<file path="src/rtl/irsir_pkg.sv">
package irsir_pkg;
  typedef struct packed {
    logic irOn;    // infrared mode active
    logic txLoad;  // start a transmit pulse
    logic txStep;  // advance the transmit pulse count
    logic rxLoad;  // synchronized receive rising edge
    logic rxStep;  // advance the receive hold count
  } strb_t;
endpackage

</file>
<file path="src/rtl/irsir_ctrl.sv">
module irsir_ctrl
  import irsir_pkg::*;
#(
  parameter int SYNC_STAGES = 2
) (
  input  logic  clk,
  input  logic  rstN,
  input  logic  tick16,
  input  logic  txBitStart,
  input  logic  txNrz,
  input  logic  rxIn,
  input  logic  strapIrEn,
  input  logic  cfgWr,
  input  logic  cfgIrEn,
  output strb_t strb,
  output logic  rxSynced
);
  logic                   irEn;
  logic [SYNC_STAGES-1:0] syncQ;
  logic                   rxPrev;

  // enable flag: strap during reset, software afterwards
  always_ff @(posedge clk) begin
    if (!rstN)      irEn <= strapIrEn;
    else if (cfgWr) irEn <= cfgIrEn;
  end

  always_ff @(posedge clk) begin
    if (!rstN) begin
      syncQ  <= '0;
      rxPrev <= 1'b0;
    end else begin
      syncQ  <= {syncQ[SYNC_STAGES-2:0], rxIn};
      rxPrev <= syncQ[SYNC_STAGES-1];
    end
  end

  assign rxSynced = syncQ[SYNC_STAGES-1];

  always_comb begin
    strb.irOn   = irEn;
    strb.txLoad = irEn & tick16 & txBitStart & ~txNrz;
    strb.txStep = tick16;
    strb.rxLoad = irEn & rxSynced & ~rxPrev;
    strb.rxStep = tick16;
  end

  AST_EDGE_ONE_SHOT: assert property (@(posedge clk) disable iff (!rstN)
    strb.rxLoad |=> !strb.rxLoad);
  AST_CFG_WRITE: assert property (@(posedge clk) disable iff (!rstN)
    cfgWr |=> (strb.irOn == $past(cfgIrEn)));
endmodule

</file>
<file path="src/rtl/irsir_datapath.sv">
module irsir_datapath
  import irsir_pkg::*;
#(
  parameter int OVERSAMPLE  = 16,
  parameter int PULSE_TICKS = 3
) (
  input  logic  clk,
  input  logic  rstN,
  input  strb_t strb,
  input  logic  txNrz,
  input  logic  rxSynced,
  output logic  irTx,
  output logic  rxNrz
);
  localparam int CW = $clog2(OVERSAMPLE + 1);
  localparam logic [CW-1:0] TX_LOAD = CW'(PULSE_TICKS);
  localparam logic [CW-1:0] RX_LOAD = CW'(OVERSAMPLE);

  logic [CW-1:0] txLeft;
  logic [CW-1:0] rxLeft;

  always_ff @(posedge clk) begin
    if (!rstN)                          txLeft <= '0;
    else if (strb.txLoad)               txLeft <= TX_LOAD;
    else if (strb.txStep && txLeft != 0) txLeft <= txLeft - 1'b1;
  end

  always_ff @(posedge clk) begin
    if (!rstN)                          rxLeft <= '0;
    else if (strb.rxLoad)               rxLeft <= RX_LOAD;
    else if (strb.rxStep && rxLeft != 0) rxLeft <= rxLeft - 1'b1;
  end

  assign irTx  = strb.irOn ? (txLeft != 0) : txNrz;
  assign rxNrz = strb.irOn ? (rxLeft == 0) : rxSynced;

  AST_TX_PULSE_LOAD: assert property (@(posedge clk) disable iff (!rstN)
    strb.txLoad |=> (txLeft == TX_LOAD));
  AST_TX_BOUND: assert property (@(posedge clk) disable iff (!rstN)
    txLeft <= TX_LOAD);
  AST_TX_DECAY: assert property (@(posedge clk) disable iff (!rstN)
    (strb.txStep && !strb.txLoad && txLeft != 0) |=> (txLeft == $past(txLeft) - 1'b1));
  AST_TX_HOLD: assert property (@(posedge clk) disable iff (!rstN)
    (!strb.txStep && !strb.txLoad) |=> $stable(txLeft));
  AST_RX_RELOAD: assert property (@(posedge clk) disable iff (!rstN)
    strb.rxLoad |=> (rxLeft == RX_LOAD));
  AST_RX_DECAY: assert property (@(posedge clk) disable iff (!rstN)
    (strb.rxStep && !strb.rxLoad && rxLeft != 0) |=> (rxLeft == $past(rxLeft) - 1'b1));
endmodule

</file>
<file path="src/rtl/irsir_codec.sv">
module irsir_codec
  import irsir_pkg::*;
#(
  parameter int OVERSAMPLE  = 16,
  parameter int PULSE_TICKS = 3,
  parameter int SYNC_STAGES = 2
) (
  input  logic clk,
  input  logic rstN,
  input  logic tick16,
  input  logic txBitStart,
  input  logic txNrz,
  output logic irTx,
  input  logic rxIn,
  output logic rxNrz,
  input  logic strapIrEn,
  input  logic cfgWr,
  input  logic cfgIrEn
);
  strb_t strb;
  logic  rxSynced;

  irsir_ctrl #(.SYNC_STAGES(SYNC_STAGES)) u_ctrl (
    .clk(clk), .rstN(rstN), .tick16(tick16), .txBitStart(txBitStart),
    .txNrz(txNrz), .rxIn(rxIn), .strapIrEn(strapIrEn), .cfgWr(cfgWr),
    .cfgIrEn(cfgIrEn), .strb(strb), .rxSynced(rxSynced)
  );

  irsir_datapath #(.OVERSAMPLE(OVERSAMPLE), .PULSE_TICKS(PULSE_TICKS)) u_dp (
    .clk(clk), .rstN(rstN), .strb(strb), .txNrz(txNrz), .rxSynced(rxSynced),
    .irTx(irTx), .rxNrz(rxNrz)
  );
endmodule

</file>
<file path="config.mk">
export PLATFORM = sky130hd
export DESIGN_NAME = irsir_codec
export DESIGN_NICKNAME = d
export VERILOG_FILES = /design/src/rtl/irsir_pkg.sv /design/src/rtl/irsir_ctrl.sv /design/src/rtl/irsir_datapath.sv /design/src/rtl/irsir_codec.sv
export SDC_FILE = /design/constraint.sdc
export NUM_CORES = 1
export LEC_CHECK = 0
export BUFFER_PORTS_ARGS = -buffer_cell sky130_fd_sc_hd__buf_4
export CORE_MARGIN = 1.5
export CORE_UTILIZATION = 51
export CTS_BUF_LIST = sky130_fd_sc_hd__clkbuf_8
export CTS_CLUSTER_DIAMETER = 40
export DETAILED_ROUTE_END_ITERATION = 10
export GPL_TIMING_DRIVEN = 0
export MAX_ROUTING_LAYER = met4
export PLACE_DENSITY = 0.76
export SLEW_MARGIN = 10
export SYNTH_ARGS = -nofsm -noshare
export SYNTH_HDL_FRONTEND = slang
export SYNTH_HIERARCHICAL = 1
export SYNTH_SLANG_ARGS = --single-unit
</file>
<file path="constraint.sdc">
create_clock -name clk -period 1.5 [get_ports clk]
set_clock_uncertainty 0.2 [all_clocks]
set_input_delay 0.075 -clock clk [delete_from_list [all_inputs] [get_ports clk]]
set_output_delay 0.075 -clock clk [all_outputs]
set_load 0.01 [all_outputs]
</file>
**After elaboration in Yosys (flattened, before gate mapping)**

Index checks and enable logic that the tools add are counted.

- Register bits: 14
- Bits of input ports: 9
- Output and inout port bits: 2
- Logic and storage cells: 35

- Add/subtract/negate cells: 2
- Eq/ne operators: 1
- Mux-type cells: 8
- Bitwise logic cells: 8
- Reductions and logical operators: 9

Operators by type and width:

| operator | number |
|---|---|
| $mux 5 | 2 |
| $reduce_bool 5->1 | 2 |
| $sub 5x1->5 const B | 2 |
| $and 1x1->1 | 5 |
| $logic_not 5->1 | 1 |
| $mux 1 | 4 |
| $mux 2 | 2 |
| $reduce_bool 2->1 | 2 |
| $reduce_or 2->1 | 2 |
| $not 1->1 | 3 |
| $logic_and 1x1->1 | 2 |
| $ne 2x1->1 const B | 1 |

**Logic depth before layout (Yosys ltp)**

Gate-level depths: netlist (run 1).

- Depth in word-level cells: 4
- Mapped depth: 5
- Gate-level depth less buffers: 5

**Modules after synthesis**

Netlist (run 1), hierarchy kept.

By module, submodules not included:

| module | times used | cells each | area an instance (sq um) | sequential area each (sq um) |
|---|---|---|---|---|
| irsir_datapath | 1 | 63 | 530.5 | 200.2 |
| irsir_ctrl | 1 | 14 | 175.2 | 90.1 |

**Worst setup path after synthesis (run 1)**

No wires, ideal clock.

- Path type: reg2reg
- From: register u_dp.txLeft[0]
- To: register u_dp.txLeft[4]
- Library setup time: 0.070 ns
- Arrival time: 1.313 ns
- Data required time: 1.230 ns
- Setup slack: -0.083 ns
- Stages on the path, launching flop included: 6
- Buffers on the path: 0
- Period minus slack after synthesis: 1.583 ns
- Cells stage by stage: dfxtp_1 inv_1 ha_1 nand2_1 or4b_2 a21oi_1

- Longest elaborated chain between the ends: 2
- Elaborated cells between the ends (all ways): 3
- Classes of those cells: add/sub (1); reduce/logical (2)

RTL lines:

| item | RTL line | RTL |
|---|---|---|
| from (decl) | irsir_datapath.sv:19 | `logic [CW-1:0] txLeft;` |
| from (signal assigned) | irsir_datapath.sv:25 | `else if (strb.txStep && txLeft != 0) txLeft <= txLeft - 1'b1;` |
| parallel branches: the longest is 2 deep, another holds $sub 5x1->5 | n/a |  |

Parallel ways; which one is timed is not known.
A chain may end at the register's enable or synchronous reset.

**Worst setup path in the final report (run 1)**

- From: register u_dp.txLeft[0]
- To: output port irTx

- Longest elaborated chain between the ends: 2

RTL lines:

| item | RTL line | RTL |
|---|---|---|
| $reduce_bool 5->1 | irsir_datapath.sv:34 | `assign irTx = strb.irOn ? (txLeft != 0) : txNrz;` |
| $mux 1 | irsir_datapath.sv:34 |  |
| to (decl) | irsir_codec.sv:13 | `output logic irTx,` |

Every way passes these cells.

==> results of run 1 <==
==> through the flow <==
| step | cell area (µm²) | util (%) |
|---|---|---|
| after floorplan | 723 | - |
| after global placement | 817 | 62.8 |
| after detailed placement | 817 | 62.8 |
| after CTS | 1010 | 77.3 |
| after global routing | 1100 | 84.7 |
| final | 1100 | 84.7 |
==> where the power goes <==
part,internal [W],switching [W],total [W]
Combinational,0.000685,0.000462,0.00115
Clock,0.000233,0.000146,0.000379
Sequential,0.000491,0.000138,0.000629
Total,0.00141,0.000746,0.00215
==> repair_timing <==
item	CTS	global route
hold buffers	5	0
buffers inserted	3	4
hold endpoints to repair	10	0
setup endpoints to repair	10	10
pin swaps	7	10
gates resized for setup	15	14
==> flip-flops by register name, summed over array words and instances (netlist names) <==
signal and flops:
u_dp/rxLeft 5, u_ctrl/rxPrev 1, u_dp/txLeft 5, u_ctrl/syncQ 2
u_ctrl/irEn 1
==> path summary, 6_finish.rpt <==
| kind | from | to | slack (ns) | depth (start not counted) |
|---|---|---|---|---|
| hold reg to reg | u_ctrl/syncQ[0]$_SDFF_PN0_ | u_ctrl/syncQ[1]$_SDFF_PN0_ | 0.25 | 1 |
| setup reg to reg | u_dp/txLeft[0]$_SDFFE_PN0P_ | u_dp/txLeft[1]$_SDFFE_PN0P_ | -0.13 | 6 |
| hold / removal | tick16 | u_dp/rxLeft[2]$_SDFFE_PP0P_ | 0.09 | 5 |
| setup / recovery | u_dp/txLeft[0]$_SDFFE_PN0P_ | irTx | -0.16 | 5 |
==> cell type report <==
class	instances	area (µm²)
multi-input cells	54	482
plain buffers	3	22.5
fillers	68	199
repair buffers	22	194
flip-flops and latches	14	303
clock buffers	4	55.1
inverters	6	27.5
well taps	15	18.8
==> worst register-to-register path: cells and delay by family (launching register included) <==
| kind | cells | cell delay [ns] |
|---|---|---|
| AOI/OAI and AO/OA | 1 | 0.20 |
| adders and majority gates | 1 | 0.13 |
| buffers and inverters | 2 | 0.28 |
| DFF | 1 | 0.36 |
| and+or+nand+nor | 2 | 0.35 |
==> cells by family after synthesis <==
logic type | Yosys count | share of synthesized area (%)
flops | 14 | 41.1
mux | 2 | 3.72
compound gates | 16 | 13.3
buf+inv | 9 | 6.38
fa+ha+maj | 3 | 5.32
simple gates | 33 | 30.1
==> layer usage <==
layer / part of all wire (%) / wire length [µm]
met3: 2.5 / 45
met1: 48 / 878
met4: 0.66 / 12
met2: 49 / 883
met5: 0 / 0
==> synthesized netlist by cell type, drive strengths merged, types with 2 or more instances <==
master	instances	area [µm²]
nand2b	3	18.8
o31ai	2	15.0
or3	6	37.5
mux2	2	26.3
a21oi	8	40.0
or4b	3	30.0
nand2	6	22.5
nor4b	3	32.5
inv	6	22.5
buf	3	22.5
ha	3	37.5
and2	3	22.5
dfxtp	13	260
nor2	5	18.8
o21ai	3	15.0
==> run metrics, run 1 <==
outcome=complete, but fails checks; failing checks=setup timing; Seq/Total Area, Yosys=41.1%; EDFF count, synth=1; syn avg cell area=9.16 µm²; Sink Count=14; core area=1300 µm²; critical path's largest stage delay=0.36 ns; hold crit path type=in -> reg; Unique masters post-synth=26; final worst-path cycle share=111%; Worst-Margin Slew=0.338 ns; final setup TNS=-0.923 ns; most common cell after layout, fill and taps aside=buf_4; maximum clock insertion buffer count=2; layout cells sized above 1=52.4%; most frequent cells in the layout=buf_4, dfxtp_1, dlygate4sd3_1, nor2_1, nand2_1; RD Place Congestion=0.613; Nets=116; via/cell ratio=5.55; Die H=40.2 µm; Max Freq=601 MHz; met1 GRT Util=29.6%; # Max-Cap Violations=0; critical path capture point type=output port; Setup Viol. Count Final=10; Pwr Density=1950 nW/µm²; number of buffers and inverters on the critical path=2; crit path kind=reg -> out; DR WL/cell=15.4 µm; slew margin rel.=77.3%; TritonRoute pass-1 iters=4; Clk Latency, worst-skew pair=0.25 ns; Post-route DRC=0; crit-path cells=inv_4 > ha_4 > nor4b_4 > a21oi_1 > buf_4; clock period minus final worst setup slack=1.66 ns; total CTS buffers=3; worst path required time=1.22 ns; Arrival @ worst endpoint=1.39 ns; Port Buffer Count=10; non-filler cells, final=118; initial antenna violation count=0; GRT Total Usage=23.1%; pin count of the biggest net entering global routing=11; DP HPWL=946 µm; iteration-0 DRC count of the detailed router=14; final hold violation count=0; FP Rows=13; final worst slack=-0.163 ns; Post-Synthesis Cells=77; Most Crowded Layer GR=met2; Synth async-reset ratio=0%; via count=655; flops & latches, synth=14; crit start category=flip-flop; placed cell count=102; met2 Use GR=34.7%; first-pass GRT wire length=2.37 mm; post-synthesis net count=89; cell family with the largest share of critical-path delay=flip-flops; post-place setup slack=-0.317 ns; synthesis-to-layout area growth=56.2%; Final Power=0.00215 W; met3 Use GR=3.33%; critical-path maximum fanout=4; ant diodes=0; IO Pins=11; CP max stage cell=dfxtp_4; RSZ-0062 raised after global routing=yes; Post-Syn Area=706 µm²; CTS tree=built; final wirelength=1.82 mm; width of the die=40.2 µm; Hold WS=0.0878 ns; Initial Util=54.2%; Congestion Overflow GR=0; leakage dissipation=0.462 nW; H-tree depth=1; Max VDD drop=1.14 mV; clock root buffer=clkbuf_8; Final Max Slew Viols=0; vias in the first global route=561; die area=1620 µm²; Final ANT Viol Nets=0; Syn. warnings=6; Most used DFF post-synth=dfxtp_1; Clock transition at path regs=0.06 ns
Note: power is estimated with default switching activity, not from simulation.
==> inputs of run 2 (changes only) <==
--- a/config.mk
+++ b/config.mk
@@ -17,5 +17,4 @@
 export SLEW_MARGIN = 10
 export SYNTH_ARGS = -nofsm -noshare
 export SYNTH_HDL_FRONTEND = slang
-export SYNTH_HIERARCHICAL = 1
 export SYNTH_SLANG_ARGS = --single-unit
==> run 2 against run 1 <==
Compared with the run above:
- the run still ends with setup timing left
- final cell count is 1.7% lower
- critical path depth is 1 higher
- via count is 1.5% higher
- non-clock buffer count is 2 lower
- synthesized cell count is 1.3% lower
- die area is 0.97% lower
==> run metrics, run 2 <==
Initial Util=54.3% (+0.10 points); Post-Syn Area=698 µm² (-1.1%); flop2flop setup slack=-0.16 ns (-0.03 ns); RD Place Congestion=0.659 (+7.5%); met2 Use GR=36.7% (+2.0 points); pin count of the biggest net entering global routing=11 (unchanged); Most Crowded Layer GR=met2; via/cell ratio=5.73 (+3.3%); Unique masters post-synth=29 (+12%); reg-to-reg critical path startpoint=u_dp.txLeft[1]$_SDFFE_PN0P_; FP Rows=13 (unchanged); final wirelength=1.80 mm (-0.93%); maximum clock insertion buffer count=2 (unchanged); clock root buffer=clkbuf_8; hold crit path type=in -> reg; RSZ-0062 raised after global routing=yes; Final ANT Viol Nets=0 (unchanged); crit path kind=reg -> reg; first-pass GRT wire length=2.44 mm (+3.2%); worst path required time=1.41 ns (+0.19 ns); outcome=complete, but fails checks; reg2reg path depth=6 (unchanged); via count=665 (+1.5%); initial antenna violation count=0 (unchanged); die area=1600 µm² (-0.97%); Post-Synthesis Cells=76 (-1.3%); post-synthesis net count=88 (-1.1%); Final Util=82.4% (-2.3 points); final worst-path cycle share=111% (-0.11 points); vias in the first global route=567 (+1.1%); EDFF count, synth=1 (unchanged); H-tree depth=1 (unchanged); Port Buffer Count=9 (-1); top post-synthesis cells by area=dfxtp_1, a21oi_1, ha_1; Clock transition at path regs=0.06 ns (about the same); width of the die=40 µm (-0.49%); Seq/Total Area, Yosys=41.6% (+0.44 points); area leader, netlist=dfxtp_1; Max VDD drop=1.05 mV (-7.8%); CP max stage cell=or4b_4; leakage dissipation=0.436 nW (-5.6%); Post-route DRC=0 (unchanged); syn avg cell area=9.19 µm² (+0.24%); Pwr Density=2280 nW/µm² (+17%); most common cell after layout, fill and taps aside=buf_4; Synth top area share=37.3% (+0.40 points); slew margin rel.=75.1% (-2.3 points); Max Freq=602 MHz (+0.10%); most frequent cells in the layout=buf_4, dfxtp_1, nand2_1; final hold violation count=0 (unchanged); Most used DFF post-synth=dfxtp_1; met3 Use GR=3.33% (unchanged); final worst slack=-0.162 ns (+0.00168 ns); critical path's largest stage delay=0.47 ns (+0.11 ns); layout cells sized above 1=50.5% (-1.9 points); critical path capture point type=flip-flop; # Max-Cap Violations=0 (unchanged); fill cell count=77 (+13%); top flop regs=u_dp.rxLeft: 5 flops, u_dp.txLeft: 5 flops, u_ctrl.syncQ: 2 flops; most common cell in the netlist=dfxtp_1; synthesis-to-layout area growth=51.6%; failing checks=setup timing; TritonRoute pass-1 iters=5 (+1); crit start category=flip-flop; critical-path maximum fanout=3 (-1); Die H=40 µm (-0.49%); met1 GRT Util=32.0% (+2.3 points); core area=1280 µm² (-1.3%); non-filler cells, final=116 (-1.7%); Congestion Overflow GR=0 (unchanged); Arrival @ worst endpoint=1.57 ns (+0.18 ns); Setup Viol. Count Final=10 (unchanged); placed cell count=100 (-2.0%); worst hold stages=2 (-3); Sink Count=14 (unchanged); iteration-0 DRC count of the detailed router=12 (-2); last element of the critical path=u_dp.txLeft[1]$_SDFFE_PN0P_; CTS tree=built; clock period minus final worst setup slack=1.66 ns (-0.00168 ns); Final Max Slew Viols=0 (unchanged); FF-to-FF End=u_dp.txLeft[1]$_SDFFE_PN0P_; Synth async-reset ratio=0% (unchanged); total CTS buffers=3 (unchanged); flops & latches, synth=14 (unchanged); crit-path cells=inv_4 > ha_4 > or4b_4 > buf_4 > nand2_1 > a311oi_2; Syn. warnings=0 (-6); Clk Latency, worst-skew pair=0.24 ns (about the same); DR WL/cell=15.5 µm (+0.77%); IO Pins=11 (unchanged); Nets=114 (-1.7%); ant diodes=0 (unchanged); DP HPWL=1.03 mm (+9.1%); worst setup path start=u_dp.txLeft[1]$_SDFFE_PN0P_; top cells by count, synth=dfxtp_1, a21oi_1, inv_1; Worst-Margin Slew=0.374 ns (+0.0352 ns); GRT Total Usage=24.2% (+1.1 points)
## run 2: cell types whose count changed after synthesis, moves of 2 or more
| cell | previous run | this run |
|---|---|---|
| nand3b_1 | 0 | 2 |
| nand4b_1 | 0 | 2 |
| buf_4 | 3 | 0 |
| or3_1 | 6 | 1 |
| nand2b_1 | 3 | 1 |
| nor2_1 | 5 | 2 |
| and2_1 | 0 | 3 |
| and2_2 | 3 | 0 |
| nand3_1 | 0 | 4 |
## run 2: critical path, delay by kind of cell, from the launching register on
family / cells / cell delay [ns]
AOI/OAI and AO/OA: 1 / 0.09
DFF: 1 / 0.33
adders and majority gates: 1 / 0.13
and+or+nand+nor: 2 / 0.55
buffers and inverters: 2 / 0.22
## run 2: how the worst min path moves through the flow
stage	startpoint	slack [ns]	endpoint
after global routing	rstN	0.09	u_ctrl.syncQ[1]$_SDFF_PN0_
final	rstN	0.05	u_ctrl.syncQ[1]$_SDFF_PN0_
after detailed placement	rxIn	0.11	u_ctrl.syncQ[0]$_SDFF_PN0_
after CTS	rstN	0.05	u_ctrl.syncQ[1]$_SDFF_PN0_
after global placement	rxIn	0.09	u_ctrl.syncQ[0]$_SDFF_PN0_
after floorplan	rxIn	0.002	u_ctrl.syncQ[0]$_SDFF_PN0_
## run 2: cells by family after synthesis
kind of cell             Yosys count  share of synthesized area (%)
AND/OR/NAND/NOR                   30                           28.3
AO/OA/AOI/OAI                     17                           15.1
flip-flops                        14                           41.6
buffers and inverters              9                           5.02
multiplexers                       3                           4.66
adder cells (fa/ha/maj)            3                           5.38
## run 2: layout make-up
| cell class | instances | area (µm²) | share of cell area (%) |
|---|---|---|---|
| tap | 15 | 18.8 | 1.77 |
| timing repair buffer | 21 | 171 | 16.2 |
| inverter | 7 | 31.3 | 2.96 |
| clock buffer | 3 | 41.3 | 3.90 |
| sequential | 14 | 297 | 28.0 |
| buffer | 2 | 8.76 | 0.827 |
| clock inverter | 1 | 3.75 | 0.355 |
| multi-input combinational | 53 | 487 | 46.0 |
## run 2: where the power goes
part / internal [W] / switching, W
combinational: 0.000822 / 0.000606
sequential: 0.000509 / 0.000160
clock: 0.000181 / 0.000135
total: 0.00151 / 0.000901
## run 2: through the flow
stage	setup TNS (ns)	total power [W]	hold WS, ns	setup WS, ns	area [µm²]
after global routing	-1.45	0.00255	0.0896	-0.210	1060
after CTS	-0.770	0.00212	0.0534	-0.157	995
final	-0.976	0.00241	0.0506	-0.162	1060
after floorplan	-0.237	0.00132	0.00229	-0.105	734
after global placement	-0.659	0.00150	0.0886	-0.160	821
after detailed placement	-0.840	0.00154	0.115	-0.215	821
## run 2: routing by layer
| metal | routed length [µm] | part of all wire [%] |
|---|---|---|
| met2 | 900 | 50 |
| met5 | 0 | 0 |
| met4 | 23 | 1.3 |
| met3 | 53 | 2.9 |
| met1 | 826 | 46 |
## run 2: timing repair
item,CTS,global route
buffers inserted,5,3
hold buffers,4,0
resized for setup,10,9
endpoints found under the setup margin,11,11
hold endpoints to repair,3,0
pin swaps,5,6
